## src/rtl/muldiv_pkg.sv

```systemverilog
package muldiv_pkg;
  typedef enum logic [2:0] {
    OP_DIVU, OP_REMU, OP_DIVS, OP_REMS, OP_MULLO, OP_MULHU, OP_BAD
  } op_e;

  localparam int unsigned FN_DIVU  = 0;
  localparam int unsigned FN_REMU  = 1;
  localparam int unsigned FN_DIVS  = 2;
  localparam int unsigned FN_REMS  = 3;
  localparam int unsigned FN_MULLO = 8;
  localparam int unsigned FN_MULHU = 9;
endpackage

```

## src/rtl/muldiv_decode.sv

```systemverilog
module muldiv_decode
  import muldiv_pkg::*;
#(
  parameter int unsigned FUNC_W = 4
) (
  input  logic [FUNC_W-1:0] func_i,
  output op_e               op_o,
  output logic              is_div_o,
  output logic              is_mul_o,
  output logic              is_signed_o,
  output logic              want_rem_o
);
  always_comb begin
    if      (func_i == FUNC_W'(FN_DIVU))  op_o = OP_DIVU;
    else if (func_i == FUNC_W'(FN_REMU))  op_o = OP_REMU;
    else if (func_i == FUNC_W'(FN_DIVS))  op_o = OP_DIVS;
    else if (func_i == FUNC_W'(FN_REMS))  op_o = OP_REMS;
    else if (func_i == FUNC_W'(FN_MULLO)) op_o = OP_MULLO;
    else if (func_i == FUNC_W'(FN_MULHU)) op_o = OP_MULHU;
    else                                  op_o = OP_BAD;
  end

  assign is_div_o    = (op_o == OP_DIVU) || (op_o == OP_REMU) ||
                       (op_o == OP_DIVS) || (op_o == OP_REMS);
  assign is_mul_o    = (op_o == OP_MULLO) || (op_o == OP_MULHU);
  assign is_signed_o = (op_o == OP_DIVS) || (op_o == OP_REMS);
  assign want_rem_o  = (op_o == OP_REMU) || (op_o == OP_REMS);
endmodule

```

## src/rtl/muldiv_mul.sv

```systemverilog
module muldiv_mul #(
  parameter int unsigned WIDTH = 32
) (
  input  logic [WIDTH-1:0] a_i,
  input  logic [WIDTH-1:0] b_i,
  input  logic             hi_i,
  output logic [WIDTH-1:0] res_o
);
  localparam int unsigned PW = 2 * WIDTH;
  logic [PW-1:0] prod;

  assign prod  = PW'(a_i) * PW'(b_i);
  assign res_o = hi_i ? prod[PW-1:WIDTH] : prod[WIDTH-1:0];
endmodule

```

## src/rtl/muldiv_div.sv

```systemverilog
module muldiv_div #(
  parameter int unsigned WIDTH = 32
) (
  input  logic             clk_i,
  input  logic             rst_ni,
  input  logic             start_i,
  input  logic             sgn_i,
  input  logic             rem_i,
  input  logic [WIDTH-1:0] a_i,
  input  logic [WIDTH-1:0] b_i,
  output logic             busy_o,
  output logic             fin_o,
  output logic [WIDTH-1:0] res_o
);
  localparam int unsigned CW = (WIDTH > 1) ? $clog2(WIDTH) : 1;
  localparam logic [CW-1:0] LAST = CW'(WIDTH - 1);

  logic             busy_q;
  logic [CW-1:0]    cnt_q;
  logic [WIDTH-1:0] quo_q, dvs_q, dvd_raw_q;
  logic [WIDTH:0]   rem_q;
  logic             neg_q_q, neg_r_q, want_rem_q, zero_q;

  logic [WIDTH-1:0] a_mag, b_mag;
  logic [WIDTH:0]   rem_sh, diff, rem_n;
  logic [WIDTH-1:0] quo_n, q_fix, r_fix;
  logic             ge;

  assign a_mag = (sgn_i && a_i[WIDTH-1]) ? (~a_i + 1'b1) : a_i;
  assign b_mag = (sgn_i && b_i[WIDTH-1]) ? (~b_i + 1'b1) : b_i;

  // one restoring step
  assign rem_sh = {rem_q[WIDTH-1:0], quo_q[WIDTH-1]};
  assign diff   = rem_sh - {1'b0, dvs_q};
  assign ge     = ~diff[WIDTH];
  assign rem_n  = ge ? diff : rem_sh;
  assign quo_n  = {quo_q[WIDTH-2:0], ge};

  always_ff @(posedge clk_i or negedge rst_ni) begin
    if (!rst_ni) begin
      busy_q     <= 1'b0;
      cnt_q      <= '0;
      quo_q      <= '0;
      rem_q      <= '0;
      dvs_q      <= '0;
      dvd_raw_q  <= '0;
      neg_q_q    <= 1'b0;
      neg_r_q    <= 1'b0;
      want_rem_q <= 1'b0;
      zero_q     <= 1'b0;
    end else if (!busy_q) begin
      if (start_i) begin
        busy_q     <= 1'b1;
        cnt_q      <= '0;
        quo_q      <= a_mag;
        rem_q      <= '0;
        dvs_q      <= b_mag;
        dvd_raw_q  <= a_i;
        neg_q_q    <= sgn_i && (a_i[WIDTH-1] ^ b_i[WIDTH-1]);
        neg_r_q    <= sgn_i && a_i[WIDTH-1];
        want_rem_q <= rem_i;
        zero_q     <= (b_i == '0);
      end
    end else begin
      quo_q <= quo_n;
      rem_q <= rem_n;
      cnt_q <= cnt_q + 1'b1;
      if (cnt_q == LAST) busy_q <= 1'b0;
    end
  end

  assign q_fix  = neg_q_q ? (~quo_n + 1'b1) : quo_n;
  assign r_fix  = neg_r_q ? (~rem_n[WIDTH-1:0] + 1'b1) : rem_n[WIDTH-1:0];
  assign fin_o  = busy_q && (cnt_q == LAST);
  assign busy_o = busy_q;

  always_comb begin
    if (zero_q) res_o = want_rem_q ? dvd_raw_q : '1;
    else        res_o = want_rem_q ? r_fix : q_fix;
  end

  a_r6_loop_runs_on: assert property (@(posedge clk_i) disable iff (!rst_ni)
    busy_q && !fin_o |=> busy_q);
  a_r9_operands_held: assert property (@(posedge clk_i) disable iff (!rst_ni)
    busy_q && !fin_o |=> $stable(dvs_q) && $stable(want_rem_q) && $stable(neg_q_q));
  a_r1_partial_rem_below_divisor: assert property (@(posedge clk_i) disable iff (!rst_ni)
    busy_q && (dvs_q != '0) |-> rem_q < {1'b0, dvs_q});
endmodule

```

## src/rtl/muldiv_unit.sv

```systemverilog
module muldiv_unit
  import muldiv_pkg::*;
#(
  parameter int unsigned WIDTH  = 32,
  parameter int unsigned FUNC_W = 4
) (
  input  logic              clk_i,
  input  logic              rst_ni,
  input  logic              start_i,
  input  logic [FUNC_W-1:0] func_i,
  input  logic [WIDTH-1:0]  opa_i,
  input  logic [WIDTH-1:0]  opb_i,
  output logic [WIDTH-1:0]  result_o,
  output logic              done_o,
  output logic              busy_o,
  output logic              illegal_o
);
  op_e              op;
  logic             is_div, is_mul, is_sgn, want_rem;
  logic             accept, div_busy, div_fin;
  logic [WIDTH-1:0] mul_res, div_res;
  logic [WIDTH-1:0] result_q;
  logic             done_q, illegal_q;

  muldiv_decode #(.FUNC_W(FUNC_W)) u_dec (
    .func_i(func_i), .op_o(op), .is_div_o(is_div), .is_mul_o(is_mul),
    .is_signed_o(is_sgn), .want_rem_o(want_rem)
  );

  muldiv_mul #(.WIDTH(WIDTH)) u_mul (
    .a_i(opa_i), .b_i(opb_i), .hi_i(op == OP_MULHU), .res_o(mul_res)
  );

  assign accept = start_i && !div_busy;

  muldiv_div #(.WIDTH(WIDTH)) u_div (
    .clk_i(clk_i), .rst_ni(rst_ni), .start_i(accept && is_div),
    .sgn_i(is_sgn), .rem_i(want_rem), .a_i(opa_i), .b_i(opb_i),
    .busy_o(div_busy), .fin_o(div_fin), .res_o(div_res)
  );

  always_ff @(posedge clk_i or negedge rst_ni) begin
    if (!rst_ni) begin
      result_q  <= '0;
      done_q    <= 1'b0;
      illegal_q <= 1'b0;
    end else begin
      done_q    <= 1'b0;
      illegal_q <= 1'b0;
      if (div_fin) begin
        result_q <= div_res;
        done_q   <= 1'b1;
      end else if (accept && is_mul) begin
        result_q <= mul_res;
        done_q   <= 1'b1;
      end else if (accept && !is_div) begin
        result_q  <= '0;
        done_q    <= 1'b1;
        illegal_q <= 1'b1;
      end
    end
  end

  assign result_o  = result_q;
  assign done_o    = done_q;
  assign busy_o    = div_busy;
  assign illegal_o = illegal_q;

  a_r6_busy_excludes_done: assert property (@(posedge clk_i) disable iff (!rst_ni)
    busy_o |-> !done_o);
  a_r6_div_raises_busy: assert property (@(posedge clk_i) disable iff (!rst_ni)
    start_i && !busy_o && is_div |=> busy_o && !done_o);
  a_r5_mul_one_cycle: assert property (@(posedge clk_i) disable iff (!rst_ni)
    start_i && !busy_o && is_mul |=> done_o && !busy_o && !illegal_o);
  a_r7_illegal_zero_result: assert property (@(posedge clk_i) disable iff (!rst_ni)
    illegal_o |-> done_o && (result_o == '0));
  a_r8_result_hold: assert property (@(posedge clk_i) disable iff (!rst_ni)
    !done_o |-> $stable(result_o));
endmodule

```

## config.mk

```make
export PLATFORM = sky130hd
export DESIGN_NAME = muldiv_unit
export DESIGN_NICKNAME = d
export VERILOG_FILES = /design/src/rtl/muldiv_pkg.sv /design/src/rtl/muldiv_decode.sv /design/src/rtl/muldiv_mul.sv /design/src/rtl/muldiv_div.sv /design/src/rtl/muldiv_unit.sv
export SDC_FILE = /design/constraint.sdc
export NUM_CORES = 2
export LEC_CHECK = 0
export BUFFER_PORTS_ARGS = -buffer_cell sky130_fd_sc_hd__buf_2
export CAP_MARGIN = 10
export CORE_ASPECT_RATIO = 1.5
export CORE_MARGIN = 4
export CORE_UTILIZATION = 59
export CTS_BUF_LIST = sky130_fd_sc_hd__clkbuf_8
export DETAILED_ROUTE_END_ITERATION = 16
export PLACE_DENSITY = 0.81
export SLEW_MARGIN = 20
export SYNTH_ARGS = -nofsm -noshare
export SYNTH_HDL_FRONTEND = slang
export SYNTH_HIERARCHICAL = 1
export SYNTH_SLANG_ARGS = --single-unit
```

## constraint.sdc

```tcl
create_clock -name clk_i -period 7.9 [get_ports clk_i]
set_input_delay 0.395 -clock clk_i [delete_from_list [all_inputs] [get_ports clk_i]]
set_output_delay 0.395 -clock clk_i [all_outputs]
set_load 0.005 [all_outputs]
```

==> impl_metrics.env <==
export IMPL_dieArea_um2=84200
export IMPL_cpMaxStageDelayCell="fa_1"
export IMPL_vias_per_cell=6.03
export IMPL_ys_seq_area_share_pct=9.17
export IMPL_drtIter0Drc=3892
export IMPL_start_util_pct=59.5
export IMPL_rr_endpoint="result_o[30]$_DFFE_PN0P_"
export IMPL_die_h_um=353
export IMPL_gp_congestion=0.988
export IMPL_wl_per_cell_um=23.6
export IMPL_grt_ovfl_total=0
export IMPL_worstPathMaxFanout=11
export IMPL_dr_wl_met3_um=12900
export IMPL_tritoncts="done"
export IMPL_fin_nets=6909
export IMPL_worst_path_largest_cell_delay_ns=0.53
export IMPL_cts_buffers=17
export IMPL_synth_ff_type="dfrtp_1"
export IMPL_fin_setup_tns_ns=0
export IMPL_final_util_pct=65.6
export IMPL_pre_cts_slack_ns=-0.551
export IMPL_track_usage_pct=37.6
export IMPL_finalWorstSetupSlack_ns=0.189
export IMPL_cts_root_buffer="clkbuf_8"
export IMPL_tightest_slew_ns=1.14
export IMPL_die_w_um=238
export IMPL_dp_hpwl_um=131000
export IMPL_ys_types=96
export IMPL_cp_common_cell="fa_1"
export IMPL_post_route_min_period_ns=7.71
export IMPL_wl_um=158000
export IMPL_reg2regPathDepth=20
export IMPL_fmaxAchievable_mhz=130
export IMPL_clk_path_buf_depth=2
export IMPL_critical_path_top_delay_family="adder cells"
export IMPL_grt_pass1_wl_um=244000
export IMPL_worstSetupPathType="input port to flip-flop"
export IMPL_ys_ff_latch=172
export IMPL_min_path_type="input port to async pin"
export IMPL_r2r_start="u_div/quo_q[31]$_DFFE_PN0P_"
export IMPL_hold_violations=0
export IMPL_rsz0062_at_grt="false"
export IMPL_cts_clk_slew_worst_paths_ns=0.10
export IMPL_highest_layer="met5"
export IMPL_wl_met2_um=75900
export IMPL_antenna_found_initial=15
export IMPL_rows=126
export IMPL_syn_nets=6659
export IMPL_syn2layout_area_growth_pct=10.2
export IMPL_finalCritPeriodShare_pct=97.6
export IMPL_setup_worst_path_end_class="flip-flop"
export IMPL_grt_max_degree=109
export IMPL_syn_cell_area_um2=46900
export IMPL_drv_cap=0
export IMPL_clk_latency_ns=0.49
export IMPL_outcome="finished clean"
export IMPL_arrival_ns=8.10
export IMPL_h_tree_depth=4
export IMPL_setup_violations=0
export IMPL_first_global_vias=43318
export IMPL_layout_drive_gt1_share_pct=12.2
export IMPL_synth_edff_count=0
export IMPL_ys_async_sr_fraction_pct=100
export IMPL_place_port_buffers=105
export IMPL_drtAntennaViolNets=0
export IMPL_drc=0
export IMPL_core_um2=78800
export IMPL_cts_sinks=172
export IMPL_cp_start_kind="input port"
export IMPL_drv_slew=0
export IMPL_io_pins=106
export IMPL_syn_avg_cell_area_um2=8.70
export IMPL_synthCells=5390
export IMPL_met1_length_um=53900
export IMPL_cp_num_buf_inv=14
export IMPL_first_pass_iters=6
export IMPL_finalClockSkew_ns=0.00869
export IMPL_max_slew_margin_pct=23.1
export IMPL_ctsHoldBuffers=0
export IMPL_r2r_slack_ns=1.64
export IMPL_crit_required_ns=8.29
export IMPL_via_count=40338
export IMPL_yosys_warnings=6
synth_stat cells, types with 9 or more instances:
library cell / instances / area, um2
a22o_1: 38 / 333
o41ai_1: 10 / 87.6
buf_1: 9 / 33.8
dfrtp_1: 172 / 4300
nor3_1: 48 / 240
nand3_1: 43 / 215
nor2_1: 149 / 559
or4_1: 20 / 150
a21o_1: 72 / 541
or3_1: 21 / 131
a31oi_1: 10 / 62.6
o31ai_1: 29 / 218
and2_1: 589 / 3680
o21ai_0: 218 / 1090
o21a_1: 13 / 97.6
a211oi_1: 14 / 105
nand2b_1: 22 / 138
inv_1: 946 / 3550
and3_1: 27 / 169
nor4_1: 17 / 106
nor2b_1: 9 / 56.3
a21oi_1: 161 / 806
ha_1: 301 / 3770
mux2i_1: 38 / 380
clkbuf_1: 280 / 1050
o211ai_1: 20 / 150
a31o_2: 24 / 210
buf_2: 15 / 75.1
xor2_1: 83 / 727
nand4_1: 35 / 219
xnor2_1: 103 / 902
o21bai_1: 15 / 113
fa_1: 897 / 18000
o22ai_1: 31 / 194
mux2_2: 37 / 417
nand2_1: 727 / 2730
state kept, by name, summed over array words and instances, names as in the netlist:
| name | count |
|---|---|
| done_o | 1 |
| u_div/dvd_raw_q | 32 |
| u_div/neg_q_q | 1 |
| u_div/want_rem_q | 1 |
| u_div/cnt_q | 5 |
| u_div/dvs_q | 32 |
| illegal_o | 1 |
| u_div/rem_q | 32 |
| u_div/quo_q | 32 |
| u_div/zero_q | 1 |
| result_o | 32 |
| u_div/neg_r_q | 1 |
| u_div/busy_o | 1 |
layout make-up:
type / count / area, um2
sequential: 172 / 4310
fill: 6332 / 27100
inverter: 948 / 3560
timing repair buffer: 546 / 4260
antenna: 16 / 40.0
multi-input combinational: 3955 / 37900
clock buffer: 18 / 248
tap: 1024 / 1280
clock inverter: 13 / 166
layout by cell type, fill, tap and decap left out, types with 96 or more instances in the layout:
cell type / n
a21oi_1: 156
and2_1: 588
buf_2: 96
buf_4: 410
dfrtp_1: 171
fa_1: 897
ha_1: 301
inv_1: 946
nand2_1: 726
nor2_1: 147
o21ai_0: 217
xnor2_1: 103
through the flow:
stage	area, um2	hold slack (ns)	cells
after floorplan	46900	0.0994	5390
after global placement	51200	0.457	6644
after detailed placement	51200	0.461	6644
after CTS	51600	0.0661	6675
after global routing	51700	0.0806	6680
final	51700	0.0107	6692
logic make-up after synthesis:
family / after synthesis / synth area share [%]
AOI/OAI and AO/OA: 751 / 10.5
buffers and inverters: 1263 / 10.3
DFF: 172 / 9.17
muxes: 75 / 1.70
adders and majority gates: 1198 / 46.3
xor gates and xnor gates: 186 / 3.47
and+or+nand+nor: 1745 / 18.6
layer usage:
layer / global-route usage [%] / vias up
li1: - / 17299
met1: 43.1 / 20266
met2: 61.9 / 2111
met3: 7.60 / 654
met4: 27.9 / 8
met5: 0 / -
how the worst max path moves through the flow:
stage               from                  endpoint  cells after the start
3_5_place_dp   opa_i[13]  result_o[24]$_DFFE_PN0P_                     28
2_1_floorplan  opa_i[30]  result_o[24]$_DFFE_PN0P_                     27
6_report        opa_i[7]  result_o[14]$_DFFE_PN0P_                     35
3_3_place_gp   opa_i[13]  result_o[22]$_DFFE_PN0P_                     28
5_1_grt        opa_i[19]   result_o[7]$_DFFE_PN0P_                     30
4_1_cts        opa_i[10]  result_o[24]$_DFFE_PN0P_                     29
worst reg2reg max path, delay by kind of cell (launching register included):
kind,cells,cell delay (ns)
adders and majority gates,3,1.01
AOI/OAI and AO/OA,8,2.32
buffers and inverters,1,0.15
and+or+nand+nor,8,2.21
DFF,1,0.48
what timing repair did:
item / in CTS / in global routing
pin swaps: 0 / 1
setup endpoints to repair: 2 / 14
gates resized for setup: 1 / 22
buffers inserted: 0 / 1
cloned: 0 / 0
Power is left out: the tool's default activity adds up to more than one toggle a clock period on the data nets, which glitch-free logic cannot reach.
